File: config.mk
export PLATFORM = sky130hd
export DESIGN_NAME = dram_maint_seq
export DESIGN_NICKNAME = d
export VERILOG_FILES = /design/src/rtl/dram_maint_pkg.sv /design/src/rtl/dram_maint_credit.sv /design/src/rtl/dram_maint_win.sv /design/src/rtl/dram_maint_seq.sv
export SDC_FILE = /design/constraint.sdc
export NUM_CORES = 1
export LEC_CHECK = 0
export BUFFER_PORTS_ARGS = -buffer_cell sky130_fd_sc_hd__buf_2
export CAP_MARGIN = 15
export CELL_PAD_IN_SITES_DETAIL_PLACEMENT = 1
export CELL_PAD_IN_SITES_GLOBAL_PLACEMENT = 1
export CORE_ASPECT_RATIO = 1.25
export CORE_MARGIN = 5
export CORE_UTILIZATION = 42
export DETAILED_ROUTE_END_ITERATION = 6
export PLACE_DENSITY = 0.88
export SYNTH_ARGS = -nofsm -noshare
export SYNTH_HDL_FRONTEND = slang
export SYNTH_SLANG_ARGS = --single-unit
export TNS_END_PERCENT = 50
File: constraint.sdc
create_clock -name clk -period 4.5 [get_ports clk]
set_input_delay 0.225 -clock clk [delete_from_list [all_inputs] [get_ports clk]]
set_output_delay 0.225 -clock clk [all_outputs]
set_load 0.005 [all_outputs]
File: src/rtl/dram_maint_pkg.sv
package dram_maint_pkg;
    localparam int CMD_W = 6;
    localparam int B_NOP = 0;
    localparam int B_REF = 1;
    localparam int B_SRE = 2;
    localparam int B_SRX = 3;
    localparam int B_ZQL = 4;
    localparam int B_ZQS = 5;
    localparam logic [CMD_W-1:0] CMD_IDLE = CMD_W'(1);

    typedef enum logic {ST_RUN = 1'b0, ST_SR = 1'b1} mstate_e;
endpackage

File: src/rtl/dram_maint_credit.sv
module dram_maint_credit #(
    parameter int CW = 16,
    parameter int PW = 5,
    parameter int POST_MAX = 8
) (
    input  logic          clk,
    input  logic          rst_n,
    input  logic          run_i,
    input  logic          hot_i,
    input  logic [CW-1:0] refi_i,
    input  logic          take_i,
    output logic [PW-1:0] pend_o,
    output logic          urgent_o
);
    typedef struct packed {
        logic [CW-1:0] cnt;
        logic [PW-1:0] pend;
    } cred_t;

    cred_t q, d;
    logic [CW-1:0] lim;
    logic          tick;

    always_comb begin
        lim = hot_i ? (refi_i >> 1) : refi_i;
        if (lim == '0) lim = CW'(1);
        tick = run_i && (q.cnt >= lim - CW'(1));
        d = q;
        if (!run_i)    d.cnt = '0;
        else if (tick) d.cnt = '0;
        else           d.cnt = q.cnt + CW'(1);
        if (tick && !take_i) begin
            if (q.pend != '1) d.pend = q.pend + PW'(1);
        end else if (!tick && take_i) begin
            if (q.pend != '0) d.pend = q.pend - PW'(1);
        end
    end

    always_ff @(posedge clk or negedge rst_n) begin
        if (!rst_n) q <= '0;
        else        q <= d;
    end

    assign pend_o   = q.pend;
    assign urgent_o = (q.pend > PW'(POST_MAX));
endmodule

File: src/rtl/dram_maint_win.sv
module dram_maint_win #(
    parameter int CW = 16
) (
    input  logic          clk,
    input  logic          rst_n,
    input  logic          load_i,
    input  logic [CW-1:0] len_i,
    output logic          active_o
);
    logic [CW-1:0] cnt_d, cnt_q;

    always_comb begin
        if (load_i)             cnt_d = (len_i == '0) ? CW'(1) : len_i;
        else if (cnt_q != '0)   cnt_d = cnt_q - CW'(1);
        else                    cnt_d = '0;
    end

    always_ff @(posedge clk or negedge rst_n) begin
        if (!rst_n) cnt_q <= '0;
        else        cnt_q <= cnt_d;
    end

    assign active_o = (cnt_q != '0);
endmodule

File: src/rtl/dram_maint_seq.sv
module dram_maint_seq
    import dram_maint_pkg::*;
#(
    parameter int CW = 16,
    parameter int POST_MAX = 8,
    localparam int PW = $clog2(POST_MAX + 2) + 1
) (
    input  logic             clk,
    input  logic             rst_n,
    input  logic [CW-1:0]    cfg_refi_i,
    input  logic [CW-1:0]    cfg_rfc_i,
    input  logic [CW-1:0]    cfg_xs_i,
    input  logic [CW-1:0]    cfg_dllk_i,
    input  logic [CW-1:0]    cfg_srmin_i,
    input  logic [CW-1:0]    cfg_zqcl_i,
    input  logic [CW-1:0]    cfg_zqcs_i,
    input  logic             hot_i,
    input  logic             sr_req_i,
    input  logic             zq_req_i,
    input  logic             zq_long_i,
    input  logic             cmd_gnt_i,
    output logic             cmd_req_o,
    output logic [CMD_W-1:0] cmd_o,
    output logic             busy_o,
    output logic             in_sr_o,
    output logic             dll_rdy_o,
    output logic [PW-1:0]    pend_o,
    output logic             urgent_o
);
    typedef struct packed {
        mstate_e          st;
        logic [CW-1:0]    sr_cnt;
        logic             zq_pend;
        logic             zq_long;
        logic [CMD_W-1:0] cmd;
    } seq_t;

    seq_t q, d;
    logic          win_act, dll_act;
    logic [PW-1:0] pend;
    logic          idle, want_ref, want_zq, want_sre, want_srx, issue;
    logic          win_load, dll_load;
    logic [CW-1:0] win_len;

    dram_maint_credit #(.CW(CW), .PW(PW), .POST_MAX(POST_MAX)) u_credit (
        .clk      (clk),
        .rst_n    (rst_n),
        .run_i    (q.st == ST_RUN),
        .hot_i    (hot_i),
        .refi_i   (cfg_refi_i),
        .take_i   (issue && want_ref),
        .pend_o   (pend),
        .urgent_o (urgent_o)
    );

    dram_maint_win #(.CW(CW)) u_busy_win (
        .clk      (clk),
        .rst_n    (rst_n),
        .load_i   (win_load),
        .len_i    (win_len),
        .active_o (win_act)
    );

    dram_maint_win #(.CW(CW)) u_dll_win (
        .clk      (clk),
        .rst_n    (rst_n),
        .load_i   (dll_load),
        .len_i    (cfg_dllk_i),
        .active_o (dll_act)
    );

    always_comb begin
        idle     = (q.st == ST_RUN) && !win_act;
        want_ref = idle && (pend != '0);
        want_zq  = idle && (pend == '0) && q.zq_pend;
        want_sre = idle && (pend == '0) && !q.zq_pend && sr_req_i;
        want_srx = (q.st == ST_SR) && !sr_req_i && (q.sr_cnt >= cfg_srmin_i);
        cmd_req_o = want_ref || want_zq || want_sre || want_srx;
        issue    = cmd_req_o && cmd_gnt_i;

        win_load = issue && !want_sre;
        if (want_ref)     win_len = cfg_rfc_i;
        else if (want_zq) win_len = q.zq_long ? cfg_zqcl_i : cfg_zqcs_i;
        else              win_len = cfg_xs_i;
        dll_load = issue && want_srx;

        d = q;
        d.cmd = CMD_IDLE;
        if (issue) begin
            d.cmd = '0;
            if (want_ref)      d.cmd[B_REF] = 1'b1;
            else if (want_zq)  d.cmd[q.zq_long ? B_ZQL : B_ZQS] = 1'b1;
            else if (want_sre) d.cmd[B_SRE] = 1'b1;
            else               d.cmd[B_SRX] = 1'b1;
        end

        if (issue && want_zq) d.zq_pend = 1'b0;
        if (zq_req_i) begin
            d.zq_pend = 1'b1;
            d.zq_long = zq_long_i;
        end

        if ((q.st == ST_SR) && (q.sr_cnt != '1)) d.sr_cnt = q.sr_cnt + CW'(1);
        if (issue && want_sre) begin
            d.st     = ST_SR;
            d.sr_cnt = '0;
        end
        if (issue && want_srx) d.st = ST_RUN;
    end

    always_ff @(posedge clk or negedge rst_n) begin
        if (!rst_n) q <= '{st: ST_RUN, sr_cnt: '0, zq_pend: 1'b0, zq_long: 1'b0, cmd: CMD_IDLE};
        else        q <= d;
    end

    assign cmd_o     = q.cmd;
    assign in_sr_o   = (q.st == ST_SR);
    assign busy_o    = win_act || (q.st == ST_SR);
    assign dll_rdy_o = !dll_act && (q.st == ST_RUN);
    assign pend_o    = pend;
endmodule

# After elaboration in Yosys (flattened, before gate mapping)
# Cells that the tools add are included.
# word_totals
reg_bits	78
in_bits	119
out_inout_bits	16
# classes
n_addsub	7
order_cmp	5
n_eq_ne	3
n_mux	34
bitwise	1
n_reduce_logical	44
# op_table
operator	n
two-way mux 16 bit	14
zero test 16 bit	3
subtractor 16 x 1 -> 16 bit, second input constant	3
adder 16 x 1 -> 16 bit, second input constant	2
>= comparator 16 bit	2
nonzero test 16 bit	2
logical AND 1 bit	20
two-way mux 5 bit	4
two-way mux 17 bit	1
inequality test 16 bit, second input constant	1
nonzero test 2 bit	5
two-way mux 1 bit	8
two-way mux 2 bit	4
zero test 1 bit	7
two-way mux 6 bit	1
adder 5 x 1 -> 5 bit, second input constant	1
greater-than comparator 5 x 4 -> 1 bit, second input constant	1
zero test 5 bit	1
inequality test 5 bit, second input constant	1
nonzero test 5 bit	1
subtractor 5 x 1 -> 5 bit, second input constant	1
logical OR 1 bit	4
less-than comparator 3 x 4 -> 1 bit, second input constant	1
two-way mux 4 bit	1
other kinds (5)	5

# Logic depth before layout (Yosys ltp)
# depth
ltp_word	14
depth_mapped	24

# Hierarchy
# From an unflattened synthesis, not the netlist that was laid out.
# unflattened
hier_cells	733
area_unflattened_um2	6458.7
# modules_own_cells
module	n_inst	cells_per_inst	area_per_inst_um2
dram_maint_seq	1	263	2312.2
dram_maint_credit	1	273	2259.7
dram_maint_win at u_busy_win	1	99	960.9
dram_maint_win at u_dll_win	1	98	925.9

# Worst setup path before layout
# No wires, ideal clock.
# synth_path
path_type	input port to flip-flop
start	input port cfg_refi_i[4]
end	register u_credit.q, in the netlist u_credit.pend_o[3]
t_arrival_ns	4.383
required_time_ns	4.417
slack_ns	0.034
path_stages	24
cell_sequence	clkbuf_1 > a2111oi_0 > nand4b_1 > o31a_1 > ha_1 > nand2_1 > nor3_1 > mux2i_1 > nor2_1 > ha_1 > a21o_1 > a21o_1 > a211oi_1 > o21ai_0 > a221o_1 > buf_6 > nand3_1 > ha_1 > a21o_1 > a21oi_1 > xnor2_1 > nor2_1 > a21o_2 > o22ai_1
# synth_between
elab_chain_len	10
elab_cells_between_ends	14
classes_between	1 x add/sub; 1 x order compare; 1 x eq/ne; 3 x mux; 8 x reduce/logical
# synth_rtl
item	line_no	text
start, declared	dram_maint_seq.sv:10	input logic [CW-1:0] cfg_refi_i,
two-way mux 16 bit (*)	dram_maint_credit.sv:25	lim = hot_i ? (refi_i >> 1) : refi_i;
zero test 16 bit	dram_maint_credit.sv:26	if (lim == '0) lim = CW'(1);
two-way mux 16 bit (*)	dram_maint_credit.sv:26	
subtractor 16 x 1 -> 16 bit (*)	dram_maint_credit.sv:27	tick = run_i && (q.cnt >= lim - CW'(1));
>= comparator 16 bit (*)	dram_maint_credit.sv:27	
logical AND 1 bit (*)	dram_maint_credit.sv:27	
zero test 1 bit	dram_maint_credit.sv:34	end else if (!tick && take_i) begin
logical AND 1 bit	dram_maint_credit.sv:34	
nonzero test 2 bit (no line)	-	
AND reduction 3 bit (no line)	-	
end signal, assigned	dram_maint_credit.sv:40	if (!rst_n) q <= '0;
end signal, assigned	dram_maint_credit.sv:41	else q <= d;
end, declared	dram_maint_credit.sv:20	cred_t q, d;
# Every way passes the cells marked *; elsewhere a longest branch is shown, timed or not.
# A chain may end at the register's enable or synchronous reset.

# Worst setup path in the final report
# layout_path
start	input port hot_i
end	register u_credit.q, in the netlist u_credit.pend_o[3]
# layout_between
elab_chain_len	10
elab_cells_between_ends	14
classes_between	1 x add/sub; 1 x order compare; 1 x eq/ne; 3 x mux; 8 x reduce/logical
# layout_rtl
item	line_no	text
start, declared	dram_maint_seq.sv:17	input logic hot_i,
two-way mux 16 bit (*)	dram_maint_credit.sv:25	
zero test 16 bit	dram_maint_credit.sv:26	
two-way mux 16 bit (*)	dram_maint_credit.sv:26	
subtractor 16 x 1 -> 16 bit (*)	dram_maint_credit.sv:27	
>= comparator 16 bit (*)	dram_maint_credit.sv:27	
logical AND 1 bit (*)	dram_maint_credit.sv:27	
zero test 1 bit	dram_maint_credit.sv:34	
logical AND 1 bit	dram_maint_credit.sv:34	
nonzero test 2 bit (no line)	-	
AND reduction 3 bit (no line)	-	
# Marked as above.

==> summary.txt <==
Share of the synthesized area in the top cell type - 0.3167
Finish-stage setup viols - 0
Most frequent cells in the layout - 133 x buf_2, 78 x nor2_1, 77 x dfrtp_1
Hold slack - 0.04611 ns
Max Buffers Root-to-Sink - 2
Critical path arrival - 4.44 ns
Finished Layout Cells - 985
Layout net count - 962
RePlAce Congestion - 0.8046
Post-synth EDFFs - 0
H-tree depth - 3
Die Span Y - 144.6 µm
Post-synth top area cell - dfrtp_1
# DRC - 0
Status - completed
Total power draw - 0.002174 W
Hold Crit Class - in2async
Placement Cell Area - 6912 µm²
CTS Sinks - 78
CTS Root Cell - clkbuf_16
Tmin final - 4.180 ns
Slew @ Worst Pin - 1.109 ns
Initial antenna violation count - 0
Post-Synth XOR/XNOR Area - 0.09500
Fin crit share - 0.9288
Syn-to-layout area delta - 19.45%
Pwr per Cell Area - 299.0 nW/µm²
Diodes inserted - 0
Via count - 5,628
Crit path cell chain - buf_2, buf_6, nand2b_1, nand4_1, o31a_1, buf_4, nand2_1, nor4_1, xor2_1, mux2i_1, ha_1, a21o_1, a211oi_1, o211ai_1, a221o_1, nand3_2, ha_1, a21o_1, a21oi_1, xnor2_1, nor2_1, a21o_2, o22ai_1
Synth Area in Adders - 0.08554
Post-Syn Area - 6085 µm²
DR pass1 iterations - 4
WL per Instance - 17.69 µm
Crit start category - input pin
Post-synthesis sequential area ratio - 0.3210
CP endpoint kind - register
RSZ-0062 raised after global routing - false
Syn Nets - 834
Largest family of logic cells by synthesized area - simple AND/OR/NAND/NOR gates
CTS Buf Count - 9
Number of global-route vias before repair - 6,206
Largest stage delay, worst path - 0.40 ns
Die extent in x - 117.7 µm
Post-synthesis register bit count - 78
Layout cells sized above 1 - 0.2677
CTS tree - built
Post-route cell area - 7268 µm²
Slew Limit Fails - 0
Largest net degree at the start of global routing - 79
Fmax - 0.2393 GHz
Core box area - 14,290 µm²
Complex-gate fraction of the synthesized area - 0.1674
Final HPWL DP - 13,740 µm
Lkg Pwr - 3.269 nW
Max Clock Skew - 0.006500 ns
Rows - 49
Multiplexer share of the synthesized area - 0.06477
Number of synthesis warnings - 0
Commonest non-fill, non-tap cell in the layout - buf_2
Critical Path Fanout Max - 16
Antenna viol nets, final - 0
Syn_area_per_cell - 9.028 µm²
Top FF cell, synth - dfrtp_1
WS Path Type - in2reg
DRT iter0 DRCs - 196
Worst setup margin - 0.3203 ns
Initial Utilization - 0.4259
R2R cell count - 12
Headroom to the max-slew limit - 0.2571
Cell variety after synth - 71
Final wirelength - 17,430 µm
Worst skew pair latency - 0.34 ns
Simple-Gate Fraction of Synth Area - 0.1999
CP max-delay cell - a221o_1
Ys async rst share - 1.000
Synth top area cells - dfrtp_1 32%, ha_1 8.2%, nor2_1 4.8%, xnor2_1 4.8%, xor2_1 4.8%
Max Cap Viol - 0
Placed cells - 969
Clk slew on worst S/H paths - 0.06 ns
First-pass GRT wire length - 29,440 µm
Post-Syn Instances - 674
Placement Setup Slack - -0.2803 ns
Final Hold Fails - 0
Detail-routed via count per cell - 5.714
GRT Residual Overflow - 0
VDD IR max - 0.1933 mV
Die area - 17,010 µm²
PortBufs - 134
I/O pin total - 135
CP required - 4.76 ns
Gr usage total - 0.2070
-- kinds of logic (layout without fill, tap and decap cells) --
group | Yosys count | in the layout
AO/OA/AOI/OAI | 134 | 134
XOR/XNOR | 66 | 66
adder cells (fa/ha/maj) | 41 | 41
buffers and inverters | 88 | 221
flip-flops | 78 | 78
multiplexers | 35 | 35
AND/OR/NAND/NOR | 232 | 232
-- area by class of cell --
class                      instances  area [µm²]
tap                              178       222.7
clock inverter                     4       70.07
inverter                          53       200.2
multi-input combinational        508        3764
fill                            1726        7017
timing repair buffer             152       812.0
clock buffer                      12       246.5
sequential                        78        1953
-- metal layers --
| layer | GRT usage | vias to the layer above | part of all wire |
|---|---|---|---|
| li1 | - | 2704 | - |
| met5 | 0 | - | 0 |
| met4 | 0.07126 | 0 | 0.021 |
| met2 | 0.4094 | 151 | 0.54 |
| met1 | 0.2245 | 2743 | 0.39 |
| met3 | 0.02973 | 30 | 0.042 |
-- where the power goes --
part | total, W | leakage, nW | switching (W) | internal [W]
sequential | 0.000810 | 0.873 | 0.0000672 | 0.000743
combinational | 0.000580 | 2.24 | 0.000315 | 0.000265
clock | 0.000784 | 0.157 | 0.000284 | 0.000499
total | 0.00217 | 3.27 | 0.000667 | 0.00151
-- per-stage QoR --
| step | utilization | TNS (ns) |
|---|---|---|
| 5_1_grt | 0.5088 | 0 |
| 4_1_cts | 0.5060 | 0 |
| 3_5_place_dp | 0.4838 | -0.5114 |
| 3_3_place_gp | 0.4838 | 0 |
| 2_1_floorplan | - | 0 |
| 6_report | 0.5088 | 0 |
-- state kept, by name, summed over array words and instances (netlist names) --
signal            flops
cmd_o                 6
in_sr_o               1
q                    18
u_busy_win.cnt_q     16
u_credit.pend_o       5
u_credit.q           16
u_dll_win.cnt_q      16
-- synth_stat cells (4+ instances only) --
cell and n:
o22ai_1 17, a2bb2oi_1 15, nand2b_1 8, a211oi_1 6, nand4_1 14, a32o_1 12, and3_1 4, nand3_1 21
xor2_1 33, or2_2 4, nand2_1 24, dfrtp_1 77, nor2_1 78, o21ai_0 10, mux2i_1 9, nor2b_1 5
inv_1 51, buf_6 4, nor4_1 20, buf_4 11, or3_1 4, clkbuf_1 16, nor3_1 27, ha_1 40
a21oi_1 18, mux2_2 22, o32ai_1 14, xnor2_1 33, a21o_1 11
-- critical path: cells and delay by family --
kind	cells	cell delay (ns)
mux	1	0.10
fa+ha+maj	2	0.55
compound gates	9	1.87
buf+inv	3	0.41
simple gates	6	0.93
xor+xnor	2	0.35
-- repair_timing --
action,4_1_cts,5_1_grt
hold buffers,0,0
setup endpoints to repair,0,2
buffers inserted,0,0
resized for setup,0,8
-- worst paths after layout --
| path | slack, ns | endpoint | from |
|---|---|---|---|
| max reg2reg | 1.08 | u_credit.pend_o[3] | u_busy_win.cnt_q[8] |
| min in group clk | 0.09 | q[7] | zq_req_i |
| min reg2reg | 0.56 | u_busy_win.cnt_q[0] | u_busy_win.cnt_q[0] |
| max in group asynchronous | 3.78 | u_credit.q[11] | rst_n |
| max | 0.32 | u_credit.pend_o[3] | hot_i |
| min | 0.05 | u_busy_win.cnt_q[10] | rst_n |
Power figures use the tool's default switching activity.
